[config.mk]
export PLATFORM = sky130hd
export DESIGN_NAME = gpio_port
export DESIGN_NICKNAME = d
export VERILOG_FILES = /design/src/rtl/gpio_port_pkg.sv /design/src/rtl/gpio_regs.sv /design/src/rtl/gpio_sync.sv /design/src/rtl/gpio_pinmux.sv /design/src/rtl/gpio_port.sv
export SDC_FILE = /design/constraint.sdc
export NUM_CORES = 1
export LEC_CHECK = 0
export ABC_AREA = 1
export BUFFER_PORTS_ARGS = -buffer_cell sky130_fd_sc_hd__buf_2
export CORE_MARGIN = 2
export CORE_UTILIZATION = 40
export CTS_CLUSTER_SIZE = 14
export DETAILED_ROUTE_END_ITERATION = 12
export PLACE_DENSITY = 0.69
export SYNTH_ARGS = -nofsm -noshare
export SYNTH_HDL_FRONTEND = slang
export SYNTH_SLANG_ARGS = --single-unit
[constraint.sdc]
create_clock -name clk -period 0.8 [get_ports clk]
set_input_delay 0 -clock clk [delete_from_list [all_inputs] [get_ports clk]]
set_output_delay 0 -clock clk [all_outputs]
set_load 0.1 [all_outputs]
[src/rtl/gpio_port_pkg.sv]
package gpio_port_pkg;
    localparam int PORT_W  = 8;
    localparam int ADDR_W  = 2;

    typedef enum logic [ADDR_W-1:0] {
        REG_PIN = 2'd0,
        REG_OUT = 2'd1,
        REG_DIR = 2'd2
    } reg_sel_e;

    typedef struct packed {
        logic [PORT_W-1:0] dir;
        logic [PORT_W-1:0] lat;
    } port_cfg_t;

    function automatic logic hits_latch(input logic [ADDR_W-1:0] a);
        return (a == REG_PIN) || (a == REG_OUT);
    endfunction

    function automatic logic is_mapped(input logic [ADDR_W-1:0] a);
        return hits_latch(a) || (a == REG_DIR);
    endfunction
endpackage

[src/rtl/gpio_regs.sv]
module gpio_regs
    import gpio_port_pkg::*;
(
    input  logic              clk,
    input  logic              rst,
    input  logic              wr,
    input  logic [ADDR_W-1:0] addr,
    input  logic [PORT_W-1:0] wdata,
    output port_cfg_t         cfg
);
    always_ff @(posedge clk) begin
        if (rst) begin
            cfg.dir <= '1;
            cfg.lat <= '0;
        end else if (wr) begin
            if (hits_latch(addr)) cfg.lat <= wdata;
            if (addr == REG_DIR)  cfg.dir <= wdata;
        end
    end

    assert_reset_state_R1: assert property (@(posedge clk)
        $past(rst) |-> (cfg.dir == '1 && cfg.lat == '0));

    assert_dir_load_R2: assert property (@(posedge clk) disable iff (rst)
        (wr && addr == REG_DIR) |=> cfg.dir == $past(wdata));

    assert_lat_load_R3: assert property (@(posedge clk) disable iff (rst)
        (wr && hits_latch(addr)) |=> cfg.lat == $past(wdata));

    assert_unmapped_write_R8: assert property (@(posedge clk) disable iff (rst)
        (wr && !is_mapped(addr)) |=> ($stable(cfg.lat) && $stable(cfg.dir)));
endmodule

[src/rtl/gpio_sync.sv]
module gpio_sync #(
    parameter int W = 8
) (
    input  logic         clk,
    input  logic         rst,
    input  logic [W-1:0] d,
    output logic [W-1:0] q
);
    logic [W-1:0] stage1;

    for (genvar i = 0; i < W; i++) begin : g_bit
        always_ff @(posedge clk) begin
            stage1[i] <= d[i];
            q[i]      <= stage1[i];
        end
    end

    logic [1:0] fill_cnt;
    always_ff @(posedge clk) begin
        if (rst)                fill_cnt <= '0;
        else if (fill_cnt != 2) fill_cnt <= fill_cnt + 2'd1;
    end

    assert_two_stage_R4: assert property (@(posedge clk) disable iff (rst)
        (fill_cnt == 2) |-> q == $past(d, 2));
endmodule

[src/rtl/gpio_pinmux.sv]
module gpio_pinmux #(
    parameter int W     = 8,
    parameter int OVR_N = 3
) (
    input  logic [W-1:0]     lat,
    input  logic [W-1:0]     dir,
    input  logic [OVR_N-1:0] pwm_data,
    input  logic             pwm_sel,
    output logic [W-1:0]     pin_out,
    output logic [W-1:0]     pin_oe
);
    localparam int OVR_LO = W - OVR_N;

    for (genvar i = 0; i < W; i++) begin : g_pin
        if (i >= OVR_LO) begin : g_ovr
            assign pin_out[i] = pwm_sel ? pwm_data[i-OVR_LO] : lat[i];
        end else begin : g_plain
            assign pin_out[i] = lat[i];
        end
        assign pin_oe[i] = ~dir[i];
    end

    always_comb begin
        assert_low_pins_R5: assert (pin_out[OVR_LO-1:0] == lat[OVR_LO-1:0]);
    end
endmodule

[src/rtl/gpio_port.sv]
module gpio_port
    import gpio_port_pkg::*;
#(
    parameter int OVR_N = 3
) (
    input  logic              clk,
    input  logic              rst,
    input  logic [ADDR_W-1:0] bus_addr,
    input  logic              bus_wr,
    input  logic [PORT_W-1:0] bus_wdata,
    output logic [PORT_W-1:0] bus_rdata,
    input  logic [PORT_W-1:0] pin_in,
    output logic [PORT_W-1:0] pin_out,
    output logic [PORT_W-1:0] pin_oe,
    input  logic [OVR_N-1:0]  pwm_data,
    input  logic              pwm_sel,
    input  logic              psp_mode_req,
    input  logic              pwm_multi,
    output logic              psp_active,
    output logic              ttl_in_sel
);
    port_cfg_t         cfg;
    logic [PORT_W-1:0] pin_sync;

    gpio_regs u_regs (
        .clk(clk), .rst(rst), .wr(bus_wr), .addr(bus_addr),
        .wdata(bus_wdata), .cfg(cfg)
    );

    gpio_sync #(.W(PORT_W)) u_sync (
        .clk(clk), .rst(rst), .d(pin_in), .q(pin_sync)
    );

    gpio_pinmux #(.W(PORT_W), .OVR_N(OVR_N)) u_mux (
        .lat(cfg.lat), .dir(cfg.dir), .pwm_data(pwm_data),
        .pwm_sel(pwm_sel), .pin_out(pin_out), .pin_oe(pin_oe)
    );

    always_comb begin
        case (bus_addr)
            REG_PIN: bus_rdata = pin_sync;
            REG_OUT: bus_rdata = cfg.lat;
            REG_DIR: bus_rdata = cfg.dir;
            default: bus_rdata = '0;
        endcase
    end

    assign psp_active = psp_mode_req & ~pwm_multi;
    assign ttl_in_sel = psp_active;

    assert_psp_veto_R7: assert property (@(posedge clk) disable iff (rst)
        pwm_multi |-> (!psp_active && !ttl_in_sel));

    assert_oe_follows_R2: assert property (@(posedge clk) disable iff (rst)
        (bus_wr && bus_addr == REG_DIR) |=> pin_oe == ~$past(bus_wdata));
endmodule

* Word level (Yosys, flattened, before mapping)
Cells that the tools add are included.
Storage, ports and cells: register bits after elaboration 32, output and inout bits 26, input port bits 27
Cells by class: reduce and logical (&&, ||, !) cells 4, equality and inequality tests 2, bitwise gates (word level) 10, muxes and demuxes 4
Operator list (number):
- 8-bit one-hot mux with 3 select lines | 1
- 1-bit inverter | 9
- 2-bit AND reduction | 2
- 1-bit 2-to-1 mux | 3
- 2-bit by 1-bit == test with 1-bit output, second input constant | 1
- 2-bit == test, second input constant | 1
- 2-bit logical NOT | 1
- 1-bit bitwise AND | 1
- 1-bit logical OR | 1

* Logic depth before layout (Yosys ltp)
Gate-level depths: netlist of run 1.
depth in word-level cells 3, depth in mapped cells 5, depth with buffers taken out 4

* Cells and area by module
From an unflattened synthesis of run 1, not the netlist that was laid out.
Second synthesis, totals: cell total of the unflattened synthesis 161, area, all modules 1275.0 um2
By module, submodules not included:
- gpio_regs | area an instance 646.9 um2, instances 1, cells each 82
- gpio_sync | area an instance 320.3 um2, instances 1, cells each 16
- gpio_port | area an instance 202.7 um2, instances 1, cells each 40
- gpio_pinmux | area an instance 105.1 um2, instances 1, cells each 23

* Least setup slack after synthesis of run 1
No wires, ideal clock.
path kind in2out, start point input port psp_mode_req, end point output port ttl_in_sel, slack -1.000 ns, data required time 0.800 ns, buffers on the path 1, arrival 1.800 ns, stages on the path 3, cells stage by stage inv_1 nor2_1 buf_4
Between the ends: word-level cells in the longest chain between the ends 1
RTL lines:
- from (decl) | RTL line gpio_port.sv:17 | input logic psp_mode_req,
- 1-bit bitwise AND | RTL line gpio_port.sv:48 | assign psp_active = psp_mode_req & ~pwm_multi;
- to (decl) | RTL line gpio_port.sv:20 | output logic ttl_in_sel
Every way passes these cells.

* Worst setup path in the final report of run 1
start point register u_regs.cfg[7] (netlist name), end point output port pin_out[7]
Between the ends: word-level cells in the longest chain between the ends 1
RTL lines:
- 1-bit 2-to-1 mux | RTL line gpio_pinmux.sv:16 | assign pin_out[i] = pwm_sel ? pwm_data[i-OVR_LO] : lat[i];
- to (decl) | RTL line gpio_port.sv:13 | output logic [PORT_W-1:0] pin_out,
Every way passes these cells.

==> summary.txt, run 1 <==
Timing
  • Time the worst path needs with I/O delays and setup: roughly 1100 ps
  • Min setup slack post-route: -270 ps
  • Headroom to the max-slew limit: 0.859
  • Fin crit share: 1.34
  • Final hold violation count: 0
  • Pins over their slew limit: 0
  • Post-Route Skew: ~4.5 ps
  • Maximum clock frequency: slightly above 900 MHz
  • Actual slew at the worst max-slew pin: ~210 ps
  • Unrepaired setup endpoints after global routing: true
  • Hold slack final: between 20 and 30 ps
  • Final setup viols: 24

Min path
  • Tightest Hold Check Type: in2reg

Worst setup path
  • Crit end category: output pin
  • Startpoint-to-endpoint class of the critical path: reg2out
  • CP required: 800 ps
  • Startpoint type of the worst setup path: flip-flop
  • Critical path peak fanout: 3
  • CP arrival: about 1100 ps

Yosys
  • Post-Synthesis Mean Instance Area: 7.80 um2
  • Async SR Flop Fraction: 0
  • Register bit count reported by yosys: 32
  • Post-Syn Area: ~1200 um2
  • Yosys top cell by area: sky130_fd_sc_hd__dfxtp_1
  • Distinct cell type count after synthesis: 14
  • Yosys warnings: 0
  • Most used flip-flop cell after synthesis: sky130_fd_sc_hd__dfxtp_1
  • Leading cell type by number of instances after synthesis: sky130_fd_sc_hd__nand2_1
  • Number of synthesized flops with an enable pin: 0
  • Area share of the largest cell type after synthesis: 0.520
  • Post-Synthesis Net Count: between 150 and 200
  • Fraction of the yosys area taken by sequential cells: 0.520
  • Most instantiated cells after synthesis: sky130_fd_sc_hd__nand2_1, sky130_fd_sc_hd__dfxtp_1, sky130_fd_sc_hd__nor2_1
  • Syn Inst Count: 158
  • Cell types with the largest area share after synthesis: sky130_fd_sc_hd__dfxtp_1, sky130_fd_sc_hd__nand2_1, sky130_fd_sc_hd__nand3_1

Global routing
  • Via count of the first global-routing pass: between 1,000 and 1,500
  • Global routing usage on met3: 0.0633
  • Most used routing layer in global routing: met2
  • GR met1 Demand/Resource: 0.293
  • Global-route wire length before repair: around 6600 um
  • Antenna violations before repair: 0
  • Largest net degree at the start of global routing: 17
  • Aggregate global-route resource usage: 0.253
  • Total global routing overflow: 0
  • Met2 Use GR: 0.440

CTS
  • # H-tree levels: 2
  • Cell chosen for the clock root: sky130_fd_sc_hd__clkbuf_4
  • Clk sinks: 32
  • Number of buffers created by CTS: 5
  • Clock input transition at the sequential cells of the worst setup and hold paths: approximately 100 ps
  • CTS tree: done
  • Worst skew pair latency: roughly 330 ps
  • CTS max path bufs: 2

Power and ir drop
  • Power density over cell area: between 1500 and 2000 nW/um2
  • Peak supply drop: 0.00130 V
  • Overall power: between 4 and 5 mW
  • Static Leakage: 1.18 nW

Floorplanning
  • Cell row count: 20
  • Chip Height: around 60 um
  • Placeable core region: 3000 um2
  • I/O pins: between 50 and 60
  • Total die area: around 3500 um2
  • Starting density of the core: 0.410
  • Width of the die: 59.5 um

Drt
  • Number of vias after detailed routing: 1,439
  • Routed Antenna Nets: 0
  • Initial DRC Count: 58
  • Sum of routed wire length over all layers: 4250 um
  • DR pass1 iterations: 5
  • Remaining DRCs: 0
  • Number of vias per cell: ~5.2
  • Wire length per cell: ~15 um

Finish
  • Diode count: 0
  • Ratio of cells with drive above 1 in the final layout: 0.614
  • Nets: approximately 270
  • Area growth, synth to finish: 111%
  • Count of fill cells added during filler insertion: 144

Run
  • Reported max-cap violation count: 0

Outcome
  • Failing checks: negative setup slack
  • Status: finished with violations

Place
  • Detail Placement HPWL: roughly 2500 um
  • RD Place Congestion: about 0.83
  • Count of buffers inserted at the top-level ports: 52
[where the power goes]
group | switching (mW) | leakage [nW] | total [mW] | internal (mW)
logic | 1.08 | 0.866 | 1.75 | 0.675
registers | 0.0879 | 0.271 | 1.76 | 1.67
clock network | 0.535 | 0.0380 | 0.952 | 0.417
total | 1.70 | 1.18 | 4.47 | 2.77
[cells in the final DEF, fill, tap and decap left out, types with 9 or more instances in the layout]
cell and n:
sky130_fd_sc_hd__buf_12 26, sky130_fd_sc_hd__buf_2 26, sky130_fd_sc_hd__buf_4 15, sky130_fd_sc_hd__dfxtp_1 12, sky130_fd_sc_hd__dfxtp_4 12, sky130_fd_sc_hd__dlygate4sd3_1 18, sky130_fd_sc_hd__nand2_1 24, sky130_fd_sc_hd__nand2_2 9
sky130_fd_sc_hd__nand2_4 10, sky130_fd_sc_hd__nor2_1 16
[kinds of logic after synthesis]
logic type | count (synthesis) | synth area share
compound gates | 3 | 0.0122
flops | 32 | 0.520
buf+inv | 26 | 0.103
simple gates | 97 | 0.365
[critical path, stage by stage (launching register included)]
cell and delay, ps:
sky130_fd_sc_hd__dfxtp_2 360, sky130_fd_sc_hd__inv_2 50, sky130_fd_sc_hd__o21ai_4 130, sky130_fd_sc_hd__buf_12 190
[final timing paths]
path	startpoint	end	slack [ps]	depth (start not counted)
worst max-delay path	u_regs.cfg[7]$_SDFFE_PP0P_	pin_out[7]	-270	3
worst min register to register	u_sync.stage1[3]$_DFF_P_	u_sync.q[3]$_DFF_P_	330	0
worst min-delay path	bus_addr[0]	u_regs.cfg[9]$_SDFFE_PP1P_	30	4
worst max register to register	u_regs.cfg[0]$_SDFFE_PP0P_	u_regs.cfg[0]$_SDFFE_PP0P_	70	2
[registers in the layout (all words and copies together) (netlist names)]
register / count
u_sync.q: 8
u_sync.stage1: 8
u_regs.cfg: 16
[layout make-up]
class	instances	area (um2)	area share
timing repair buffer	90	1000	0.385
multi-input combinational	100	704	0.271
sequential	32	696	0.268
inverter	16	92.6	0.0357
clock buffer	6	51.3	0.0198
tap	33	41.3	0.0159
clock inverter	2	10.0	0.00386
[stage by stage]
step	instance area [um2]	utilization	cells	setup TNS [ps]	setup slack (ps)
after floorplan	1410	-	158	-420	-118
after global placement	2180	0.727	253	-28.9	-14.6
after detailed placement	2180	0.727	253	-553	-49.1
after CTS	2550	0.848	279	-5290	-279
after global routing	2590	0.864	279	-6200	-322
final	2590	0.864	279	-5180	-270
[repair_timing]
action                     CTS  global route
hold endpoints to repair    21             0
buffers inserted             0             0
pin swaps                   13             6
setup endpoints to repair   24            30
hold buffers                18             0
gates resized for setup     49            16
[per-layer routing]
layer / share of wire / wire length [um] / vias to the layer above
met1: 0.36 / 1530 / 672
met5: 0 / 0 / -
li1: - / - / 673
met3: 0.072 / 304 / 15
met4: 0.025 / 105 / 0
met2: 0.54 / 2300 / 79
No activity file was read; power rests on OpenSTA's default activity.
==> inputs of run 2 (changes only) <==
--- a/config.mk
+++ b/config.mk
@@ -8,10 +8,9 @@
 export ABC_AREA = 1
 export BUFFER_PORTS_ARGS = -buffer_cell sky130_fd_sc_hd__buf_2
 export CORE_MARGIN = 2
-export CORE_UTILIZATION = 40
+export CORE_UTILIZATION = 25
 export CTS_CLUSTER_SIZE = 14
 export DETAILED_ROUTE_END_ITERATION = 12
-export PLACE_DENSITY = 0.69
 export SYNTH_ARGS = -nofsm -noshare
 export SYNTH_HDL_FRONTEND = slang
 export SYNTH_SLANG_ARGS = --single-unit
==> summary.txt, run 2 (synthesis results as in run 1) <==
Outcome
  • Status: finished with violations
  • Failing checks: negative setup slack

Global routing
  • Aggregate global-route resource usage: 0.144
  • Largest net degree at the start of global routing: 17
  • Total global routing overflow: 0
  • Global-route wire length before repair: around 5800 um
  • Antenna violations before repair: 0
  • Via count of the first global-routing pass: between 1,000 and 1,500

Worst setup path
  • CP required: ~800 ps
  • Crit end category: output pin
  • Startpoint-to-endpoint class of the critical path: reg2out
  • Worst-case register-to-register setup slack: approximately 170 ps
  • Launch point of the worst reg-to-reg path: u_regs.cfg[10]$_SDFFE_PP1P_
  • Critical path peak fanout: 3
  • Destination of the worst register-to-register timing path: u_regs.cfg[10]$_SDFFE_PP1P_
  • Reg2Reg Depth: 2
  • Startpoint type of the worst setup path: flip-flop
  • CP arrival: 1020 ps

Timing
  • Headroom to the max-slew limit: 0.832
  • Final hold violation count: 0
  • Time the worst path needs with I/O delays and setup: between 1000 and 1500 ps
  • Final setup viols: 24
  • Pins over their slew limit: 0
  • Sum Neg Setup Slack: -3530 ps
  • Maximum clock frequency: 981 MHz
  • Post-Route Skew: approximately 2.7 ps
  • Actual slew at the worst max-slew pin: about 250 ps
  • Unrepaired setup endpoints after global routing: true
  • Min setup slack post-route: -220 ps
  • Fin crit share: 1.27

Drt
  • Number of vias per cell: approximately 4.1
  • Number of vias after detailed routing: roughly 1,300
  • Initial DRC Count: 48
  • Sum of routed wire length over all layers: 3440 um
  • Remaining DRCs: 0
  • Wire length per cell: ~11 um
  • Routed Antenna Nets: 0
  • DR pass1 iterations: 4

CTS
  • Clk sinks: 32
  • Clock input transition at the sequential cells of the worst setup and hold paths: roughly 70 ps
  • Cell chosen for the clock root: sky130_fd_sc_hd__clkbuf_8
  • Number of buffers created by CTS: 5
  • Worst skew pair latency: 280 ps
  • # H-tree levels: 2
  • CTS tree: done
  • Buffers inserted by post-CTS timing repair: 0
  • CTS max path bufs: 2

Floorplanning
  • Placeable core region: around 4700 um2
  • Cell row count: 25
  • Starting density of the core: 0.261
  • I/O pins: 53
  • Chip Height: 74.2 um
  • Width of the die: around 74 um
  • Total die area: between 5000 and 6000 um2

Finish
  • Nets: approximately 270
  • Area growth, synth to finish: 114%
  • Number of flip-flops under the largest register name: 16
  • Biggest regs: u_regs.cfg x16, u_sync.q x8, u_sync.stage1 x8
  • Biggest register: u_regs.cfg
  • Ratio of cells with drive above 1 in the final layout: 0.593
  • Most common cell after layout, fill and taps aside: sky130_fd_sc_hd__nand2_1
  • Commonest cells after routing, fill and taps aside: sky130_fd_sc_hd__nand2_1, sky130_fd_sc_hd__buf_2, sky130_fd_sc_hd__buf_12
  • Diode count: 0

Run
  • Reported max-cap violation count: 0

Min path
  • Worst hold path cell count: 3
  • Tightest Hold Check Type: in2reg
  • Hold Path Origin: bus_wdata[1]
  • Hold Crit Endpoint: u_regs.cfg[9]$_SDFFE_PP1P_

Power and ir drop
  • Static Leakage: approximately 1.2 nW
  • Overall power: about 5.1 mW
  • Peak supply drop: about 0.0011 V
  • Power density over cell area: just under 2000 nW/um2

Place
  • RD Place Congestion: around 0.8
  • Count of buffers inserted at the top-level ports: 52
  • Detail Placement HPWL: approximately 2500 um
==> run 2: changes by cell type in the layout (fill, tap and decap cells not counted), sizes merged <==
cell	previous run	this run
bufinv	0	1
dlygate4sd3	18	15
clkinv	2	0
clkbuf	6	7
==> run 2: power breakdown <==
group	switching, mW	internal, mW
combinational	1.04	0.660
sequential	0.0749	1.67
clock	0.591	1.10
total	1.70	3.43
==> run 2: cell type report <==
cell class | instances | area, um2
tap | 67 | 83.8
fill | 399 | 2090
inverter | 16 | 90.1
clock buffer | 7 | 96.3
clock inverter | 1 | 30.0
multi-input combinational | 100 | 677
timing repair buffer | 87 | 970
sequential | 32 | 688
==> run 2: metal layers <==
metal / up-vias / part of all wire / routed length, um / GRT usage
li1: 663 / - / - / -
met1: 562 / 0.43 / 1460 / 0.170
met2: 47 / 0.48 / 1670 / 0.236
met3: 6 / 0.071 / 245 / 0.0542
met4: 0 / 0.018 / 61 / 0.0615
met5: - / 0 / 0 / 0
==> run 2: through the flow <==
step	utilization	hold WS [ps]	area, um2	setup slack (ps)	cells
floorplan	-	27.7	1410	-118	158
global placement	0.471	102	2230	-2.99	287
detailed placement	0.471	104	2230	-8.49	287
CTS	0.553	15.6	2610	-236	310
global route	0.558	43.3	2640	-269	310
finish	0.558	23.6	2640	-220	310
==> run 2: how the worst max path moves through the flow <==
| stage | from | end | slack, ps | cells after the start |
|---|---|---|---|---|
| floorplan | u_regs.cfg[5]$_SDFFE_PP0P_ | pin_out[5] | -120 | 2 |
| global placement | u_regs.cfg[13]$_SDFFE_PP1P_ | bus_rdata[5] | -3 | 3 |
| detailed placement | bus_addr[0] | bus_rdata[3] | -8 | 7 |
| CTS | u_regs.cfg[7]$_SDFFE_PP0P_ | pin_out[7] | -240 | 3 |
| global route | u_regs.cfg[7]$_SDFFE_PP0P_ | pin_out[7] | -270 | 3 |
| finish | u_regs.cfg[7]$_SDFFE_PP0P_ | pin_out[7] | -220 | 3 |
==> run 2: worst max-delay path, stage by stage, from the launching register on <==
cell                      delay (ps)
sky130_fd_sc_hd__dfxtp_2         350
sky130_fd_sc_hd__inv_2            50
sky130_fd_sc_hd__o21ai_4         140
sky130_fd_sc_hd__buf_12          190
==> run 2: timing repair <==
action | in CTS | in global routing
hold endpoints to repair | 15 | 0
endpoints found under the setup margin | 24 | 24
resized for setup | 44 | 7
hold buffers | 15 | 0
pin swaps | 13 | 9
==> inputs of run 3 (changes only) <==
--- a/config.mk
+++ b/config.mk
@@ -11,6 +11,7 @@
 export CORE_UTILIZATION = 25
 export CTS_CLUSTER_SIZE = 14
 export DETAILED_ROUTE_END_ITERATION = 12
+export PLACE_DENSITY_LB_ADDON = 0.08
 export SYNTH_ARGS = -nofsm -noshare
 export SYNTH_HDL_FRONTEND = slang
 export SYNTH_SLANG_ARGS = --single-unit
==> summary.txt, run 3 (synthesis results as in run 1) <==
Finish
  • Nets: about 260
  • Final Instance Count excl. Fillers: 302
  • Ratio of cells with drive above 1 in the final layout: 0.613
  • Number of flip-flops under the largest register name: 16
  • Area growth, synth to finish: 105%
  • Biggest register: u_regs.cfg
  • Biggest regs: u_regs.cfg x16, u_sync.q x8, u_sync.stage1 x8
  • Commonest cells after routing, fill and taps aside: sky130_fd_sc_hd__nand2_1, sky130_fd_sc_hd__buf_2, sky130_fd_sc_hd__buf_12
  • Diode count: 0
  • Utilization of the core after routing: 0.535
  • Post-route cell area: around 2500 um2

Floorplanning
  • I/O pins: 53
  • Placeable core region: 4720 um2
  • Total die area: 5510 um2
  • Starting density of the core: 0.261
  • Chip Height: ~74 um
  • Width of the die: 74.2 um
  • Cell row count: 25

Worst setup path
  • Launch point of the worst reg-to-reg path: u_regs.cfg[1]$_SDFFE_PP0P_
  • CP required: 800 ps
  • CP arrival: between 1000 and 1500 ps
  • Startpoint type of the worst setup path: flip-flop
  • Startpoint-to-endpoint class of the critical path: reg2out
  • Critical path peak fanout: 3
  • Crit end category: output pin
  • Setup crit start: u_regs.cfg[7]$_SDFFE_PP0P_

Outcome
  • Status: finished with violations
  • Failing checks: negative setup slack

Timing
  • Fin crit share: 1.26
  • Post-Route Skew: around 0.24 ps
  • Hold slack final: ~8.9 ps
  • Unrepaired setup endpoints after global routing: true
  • Headroom to the max-slew limit: 0.808
  • Final hold violation count: 0
  • Maximum clock frequency: slightly below 1000 MHz
  • Sum Neg Setup Slack: -3320 ps
  • Min setup slack post-route: -207 ps
  • Time the worst path needs with I/O delays and setup: 1010 ps
  • Actual slew at the worst max-slew pin: roughly 290 ps
  • Pins over their slew limit: 0
  • Final setup viols: 24

CTS
  • # H-tree levels: 2
  • CTS tree: done
  • CTS max path bufs: 2
  • Cell chosen for the clock root: sky130_fd_sc_hd__clkbuf_8
  • Buffers inserted by post-CTS timing repair: 0
  • Clock input transition at the sequential cells of the worst setup and hold paths: 70 ps
  • Number of buffers created by CTS: 5
  • Clk sinks: 32
  • Worst skew pair latency: approximately 280 ps

Run
  • Reported max-cap violation count: 0

Drt
  • Number of vias per cell: between 4 and 5
  • Routed Antenna Nets: 0
  • Number of vias after detailed routing: approximately 1,300
  • Sum of routed wire length over all layers: between 3000 and 4000 um
  • Wire length per cell: ~11 um
  • DR pass1 iterations: 4
  • Initial DRC Count: 22
  • Remaining DRCs: 0

Power and ir drop
  • Overall power: around 4.7 mW
  • Static Leakage: about 1.1 nW
  • Power density over cell area: between 1500 and 2000 nW/um2
  • Peak supply drop: roughly 0.0012 V

Place
  • Pre-CTS setup slack: -52.0 ps
  • RD Place Congestion: between 0.8 and 0.9
  • Detail Placement HPWL: approximately 2700 um
  • Post-detailed-placement cell area: 2220 um2
  • Count of buffers inserted at the top-level ports: 52
  • Placed cell count: between 200 and 300

Global routing
  • Largest net degree at the start of global routing: 17
  • Antenna violations before repair: 0
  • Total global routing overflow: 0
  • Aggregate global-route resource usage: 0.139
  • Global-route wire length before repair: between 5000 and 6000 um
  • Via count of the first global-routing pass: between 1,000 and 1,500

Min path
  • Tightest Hold Check Type: in2reg
  • Hold Path Origin: bus_wdata[3]
run 3: worst paths after layout:
check	end	slack [ps]	cells past startpoint
worst min-delay path	u_regs.cfg[11]$_SDFFE_PP1P_	9	3
worst min register to register	u_sync.q[1]$_DFF_P_	330	0
worst max register to register	u_regs.cfg[1]$_SDFFE_PP0P_	190	2
worst max-delay path	pin_out[7]	-210	3
run 3: power breakdown:
part | switching (mW) | leakage, nW | internal (mW) | total [mW]
Combinational | 1.04 | 0.795 | 0.637 | 1.67
Sequential | 0.0773 | 0.270 | 1.68 | 1.75
Clock | 0.549 | 0.0510 | 0.685 | 1.23
Total | 1.66 | 1.12 | 3.00 | 4.66
run 3: per-layer routing:
metal	vias up	GRT usage	part of all wire
met2	45	0.215	0.45
met5	-	0	0
met1	582	0.188	0.47
met3	7	0.0366	0.061
li1	654	-	-
met4	0	0.0496	0.013
run 3: cell type report:
| class | instances | area (um2) |
|---|---|---|
| multi-input cells | 100 | 684 |
| well taps | 67 | 83.8 |
| inverters | 16 | 90.1 |
| clock inverters | 2 | 10.0 |
| clock buffers | 6 | 82.6 |
| repair buffers | 79 | 892 |
| fillers | 445 | 2190 |
| flip-flops and latches | 32 | 686 |
run 3: repair_timing:
item,in CTS,in global routing
setup endpoints to repair,24,24
hold buffers,8,0
pin swaps,15,7
hold endpoints to repair,8,0
resized for setup,40,12
run 3: worst max-delay path: stages, from the launching register on:
cell and delay (ps):
sky130_fd_sc_hd__dfxtp_4 370, sky130_fd_sc_hd__inv_2 40, sky130_fd_sc_hd__o21ai_4 130, sky130_fd_sc_hd__buf_12 190
